### config.mk
export PLATFORM = sky130hd
export DESIGN_NAME = iq_ddr_deinterleaver
export DESIGN_NICKNAME = d
export VERILOG_FILES = /design/src/rtl/iq_deint_pkg.sv /design/src/rtl/iq_deint_ctrl.sv /design/src/rtl/iq_deint_datapath.sv /design/src/rtl/iq_ddr_deinterleaver.sv
export SDC_FILE = /design/constraint.sdc
export NUM_CORES = 1
export LEC_CHECK = 0
export ABC_CLOCK_PERIOD_IN_PS = 1750
export BUFFER_PORTS_ARGS = -buffer_cell sky130_fd_sc_hd__buf_2
export CORE_ASPECT_RATIO = 1.5
export CORE_UTILIZATION = 41
export CTS_CLUSTER_SIZE = 10
export DETAILED_ROUTE_END_ITERATION = 8
export PLACE_DENSITY = 0.6
export SYNTH_ARGS = -nofsm -noshare
export SYNTH_HDL_FRONTEND = slang
export SYNTH_SLANG_ARGS = --single-unit
### constraint.sdc
create_clock -name clk -period 1.75 [get_ports clk]
set_input_delay 0.0875 -clock clk [delete_from_list [all_inputs] [get_ports clk]]
set_output_delay 0.0875 -clock clk [all_outputs]
set_load 0.02 [all_outputs]
### src/rtl/iq_deint_pkg.sv
package iq_deint_pkg;

  // Per-cycle strobes from the control unit to the datapath.
  typedef struct packed {
    logic emit;       // present the pair held in the staging registers
    logic riseFirst;  // the pair opens on a rising-edge word
    logic iOnRise;    // the I word is the rising-edge word of the pair
    logic twos;       // input already twos complement
  } pairStrobe_t;

endpackage

### src/rtl/iq_deint_ctrl.sv
module iq_deint_ctrl
  import iq_deint_pkg::*;
(
  input  logic        clk,
  input  logic        rstN,
  input  logic        iFirst,
  input  logic        iRising,
  input  logic        twosIn,
  output pairStrobe_t strobe
);

  localparam int MODE_W = 3;

  logic [MODE_W-1:0] modeNow;
  logic [MODE_W-1:0] modeQ;
  logic              armed;
  logic              primed;
  logic              clearPair;

  assign modeNow = {iFirst, iRising, twosIn};

  // The first edge out of reset, or any change of settings, restarts pairing.
  assign clearPair = !armed || (modeNow != modeQ);

  always_ff @(posedge clk or negedge rstN) begin
    if (!rstN) begin
      modeQ  <= '0;
      armed  <= 1'b0;
      primed <= 1'b0;
    end else begin
      modeQ  <= modeNow;
      armed  <= 1'b1;
      primed <= !clearPair;
    end
  end

  always_comb begin
    strobe.emit      = primed && !clearPair;
    strobe.riseFirst = (modeQ[2] == modeQ[1]);
    strobe.iOnRise   = modeQ[1];
    strobe.twos      = modeQ[0];
  end

endmodule

### src/rtl/iq_deint_datapath.sv
module iq_deint_datapath
  import iq_deint_pkg::*;
#(
  parameter int DATA_W = 10
) (
  input  logic              clk,
  input  logic              rstN,
  input  logic [DATA_W-1:0] busIn,
  input  pairStrobe_t       strobe,
  output logic              outValid,
  output logic [DATA_W-1:0] outI,
  output logic [DATA_W-1:0] outQ
);

  localparam logic [DATA_W-1:0] SIGN_FLIP = {1'b1, {(DATA_W-1){1'b0}}};

  logic [DATA_W-1:0] fallCap;     // word captured on the falling edge
  logic [DATA_W-1:0] stRise;      // rising-edge word of this edge
  logic [DATA_W-1:0] stRisePrev;  // rising-edge word of the previous edge
  logic [DATA_W-1:0] stFall;      // falling-edge word between them
  logic [DATA_W-1:0] riseWord;
  logic [DATA_W-1:0] fallWord;
  logic [DATA_W-1:0] fmtMask;

  always_ff @(negedge clk or negedge rstN) begin
    if (!rstN) fallCap <= '0;
    else       fallCap <= busIn;
  end

  // Single-edge staging: holds rise(k-1), fall(k-1), rise(k).
  always_ff @(posedge clk or negedge rstN) begin
    if (!rstN) begin
      stRise     <= '0;
      stRisePrev <= '0;
      stFall     <= '0;
    end else begin
      stRise     <= busIn;
      stRisePrev <= stRise;
      stFall     <= fallCap;
    end
  end

  always_comb begin
    riseWord = strobe.riseFirst ? stRisePrev : stRise;
    fallWord = stFall;
    fmtMask  = strobe.twos ? '0 : SIGN_FLIP;
  end

  always_ff @(posedge clk or negedge rstN) begin
    if (!rstN) begin
      outValid <= 1'b0;
      outI     <= '0;
      outQ     <= '0;
    end else begin
      outValid <= strobe.emit;
      if (strobe.emit) begin
        outI <= (strobe.iOnRise ? riseWord : fallWord) ^ fmtMask;
        outQ <= (strobe.iOnRise ? fallWord : riseWord) ^ fmtMask;
      end
    end
  end

endmodule

### src/rtl/iq_ddr_deinterleaver.sv
module iq_ddr_deinterleaver #(
  parameter int DATA_W = 10
) (
  input  logic              clk,
  input  logic              rstN,
  input  logic [DATA_W-1:0] busIn,
  input  logic              iFirst,
  input  logic              iRising,
  input  logic              twosIn,
  output logic              outValid,
  output logic [DATA_W-1:0] outI,
  output logic [DATA_W-1:0] outQ
);

  iq_deint_pkg::pairStrobe_t strobe;

  iq_deint_ctrl u_ctrl (
    .clk     (clk),
    .rstN    (rstN),
    .iFirst  (iFirst),
    .iRising (iRising),
    .twosIn  (twosIn),
    .strobe  (strobe)
  );

  iq_deint_datapath #(.DATA_W(DATA_W)) u_dp (
    .clk      (clk),
    .rstN     (rstN),
    .busIn    (busIn),
    .strobe   (strobe),
    .outValid (outValid),
    .outI     (outI),
    .outQ     (outQ)
  );

endmodule

-- Yosys cells after proc, flatten, opt, wreduce, memory -nomap -nowiden
Index checks and enable logic that the tools add are counted.
- register bits: 66
- input bits: 15
- logic and storage cells: 22
- eq/ne operators: 2
- multiplexer cells: 4
- bitwise gates (word level): 2
- reduce and logical (&&, ||, !) cells: 4
- operators with widths (operator ; number):
    two-way mux 10 bit ; 4
    bitwise XOR 10 bit ; 2
    inequality test 3 bit ; 1
    logical NOT 1 bit ; 2
    equality test 1 bit ; 1
    logical AND 1 bit ; 1
    logical OR 1 bit ; 1

-- Longest topological paths before layout
- depth in word-level cells: 4
- depth in mapped cells: 5

-- By module
From an unflattened synthesis, not the netlist that was laid out.
- cells, all modules: 163
- area, all modules: 2354.8 µm²
- modules (own cells, without submodules) (module ; cells each ; sequential area each (µm²) ; times used ; area each (µm²)):
    iq_deint_datapath ; 148 ; 1526.5 ; 1 ; 2144.6
    iq_deint_ctrl ; 15 ; 125.1 ; 1 ; 210.2

==> metrics.txt <==
dpl hpwl 2810 um; routed via count 1,369; starting density of the core 0.424; status finished clean; share of power burned in the clock network 0.366; post-synthesis cell count 163; commonest non-fill, non-tap cells in the layout dfrtp_1 (56), buf_2 (35), mux2i_1 (20); Remaining Overflow, GRT 0; Min Hold Slack 178 ps; FF+latch area 1650 um^2; top routing layer in use met4; maximum VDD drop 0.000586 V; largest net degree at the start of global routing 41; cell area after placement 2720 um^2; die height 96.8 um; die width 65.2 um; Clock transition at path regs 70 ps; full die area 6310 um^2; CTS root buf clkbuf_8; WL met1 1710 um; Synth Warn # 0; proportion of layout cells with a drive suffix above 1 0.345; metal3 WL 144 um; sequential share of power 0.508; fill count 513; placed cells 268; wirelength, routed 3770 um; clock skew 9.00 ps; syn nets 178; Hold WC Path Type input port to async pin; Final setup viols 0; Psw 0.000818 W; TritonCTS clock tree yes; first-pass iteration count of the detailed router 3; Final Hold Vio Count 0; Max Slew Vio Count 0; Pleak 1.57 nW; Nets 236; critical path arrival 1790 ps; Synth-to-Final Area Change 24.5%; Max FO, Critical Path 18; number of global-route vias before repair 1,401; sequential fraction of the synthesis area 0.673; PD cells 1100 nW/um^2; Max Cap Viol 0; RSZ-0062 raised after global routing false; area occupied by multi-input gates 741 um^2; Placer Congestion 0.711; Worst setup SP type flip-flop; clk_lat worst skew 320 ps; Period minus WS final 1580 ps; metal2 WL 1830 um; Power Internal 0.00255 W; Via density 4.59; Ports 36; Routed Antenna Nets 0; Setup TNS 0 ps; combinational fraction of design power 0.126; DRC Markers 0; Syn Area/Cell 15.1 um^2; Sw Share 0.243; Overall Global Routing Usage 0.143; period utilization 0.902; Clock Tree Buf Depth 2; leading cell type in the layout, fill and taps excluded dfrtp_1; # Post-CTS Setup Buffers 0; WP data required 1960 ps; Core Region 5790 um^2; Post-Layout Cell Count 298; Port-buffer cells 35; Pwr Total 0.00337 W; Yosys reg bits 66; clock sinks 66; CP Class flip-flop to flip-flop; FP Rows 34; Antenna Cells 0; Post-CTS Resized 0; 1st-iter DRT viols 55; initial antenna violation count 0; H-tree levels 3; wire length of the first global-routing pass 6730 um; Num CTS Buffers 9; Finished Cell Area 3060 um^2; fmax 0.634 GHz; Synth Cell Area 2450 um^2; crit end category flip-flop; Netlist cell types 20; DR WL/cell 12.6 um
## critical path, cell delays in order, from the launching register on
cell     delay (ps)
dfrtp_1         440
xnor2_1         180
and4_4          240
nand2_2         110
buf_12          190
mux2_4          300
## power by group through the flow
stage,clock (W),combinational [W],sequential (W)
final,0.00123,0.000424,0.00171
after global routing,0.00135,0.000463,0.00173
after CTS,0.00126,0.000433,0.00171
after detailed placement,0,0.000408,0.00174
after global placement,0,0.000395,0.00173
after floorplan,0,0.000183,0.00181
## registers in the layout, summed over array words and instances, names as in the netlist, 3 cells and up
name,count
u_dp.fallCap,10
u_dp.stRisePrev,10
u_dp.outI,10
u_dp.outQ,10
u_ctrl.modeQ,3
u_dp.fallWord,10
u_dp.stRise,10
## logic make-up (layout without fill, tap and decap cells)
family          after synthesis  in the layout  synth area share
mux                          40             40             0.202
other cells                   1              1           0.00153
xor+xnor                      5              5            0.0178
flops                        66             66             0.673
compound gates               20             20            0.0423
simple gates                 22             22            0.0377
buf+inv                       9             72            0.0255
## metrics by stage
stage | utilization | worst slack (ps)
after CTS | 0.528 | 171
after global routing | 0.528 | 65.8
after floorplan | - | 330
final | 0.528 | 172
after detailed placement | 0.470 | 172
after global placement | 0.470 | 210
## final cells by class
class | instances | share of cell area
clock buffer | 12 | 0.0475
tap | 72 | 0.0295
clock inverter | 4 | 0.0168
inverter | 1 | 0.00123
multi-input combinational | 88 | 0.242
timing repair buffer | 55 | 0.122
sequential | 66 | 0.541
## what timing repair did
item,4_1_cts,5_1_grt
hold buffers,14,0
setup endpoints to repair,0,0
hold endpoints to repair,21,0
## synthesized netlist by cell type
cell,number,area [um^2]
a21oi_1,9,45.0
a21oi_2,1,8.76
and4_4,1,11.3
buf_2,2,10.0
buf_4,1,7.51
buf_6,3,33.8
clkbuf_1,2,7.51
conb_1,1,3.75
dfrtn_1,10,250
dfrtp_1,56,1400
inv_2,1,3.75
mux2_1,1,11.3
mux2_4,19,285
mux2i_1,20,200
nand2_1,10,37.5
nand2_2,1,6.26
nor2_1,10,37.5
o21ai_0,9,45.0
o21ai_1,1,5.00
xnor2_1,5,43.8
## layer usage
metal,track usage,vias up
li1,-,667
met1,0.190,665
met2,0.212,29
met3,0.0283,8
met4,0.0903,0
met5,0,-
## path summary, 6_finish.rpt
kind                                 endpoint       startpoint  cells after the start  slack, ps
max                              u_dp.outI[6]  u_ctrl.modeQ[2]                      5        170
min                            u_dp.stRise[9]             rstN                      2        180
max reg2reg                      u_dp.outI[6]  u_ctrl.modeQ[2]                      5        170
min reg2reg                u_dp.stRisePrev[4]   u_dp.stRise[4]                      0        410
max in group asynchronous     u_dp.fallCap[0]             rstN                      2        530
min in group clk               u_dp.stRise[6]         busIn[6]                      2        410
No activity file was read; power rests on OpenSTA's default activity.
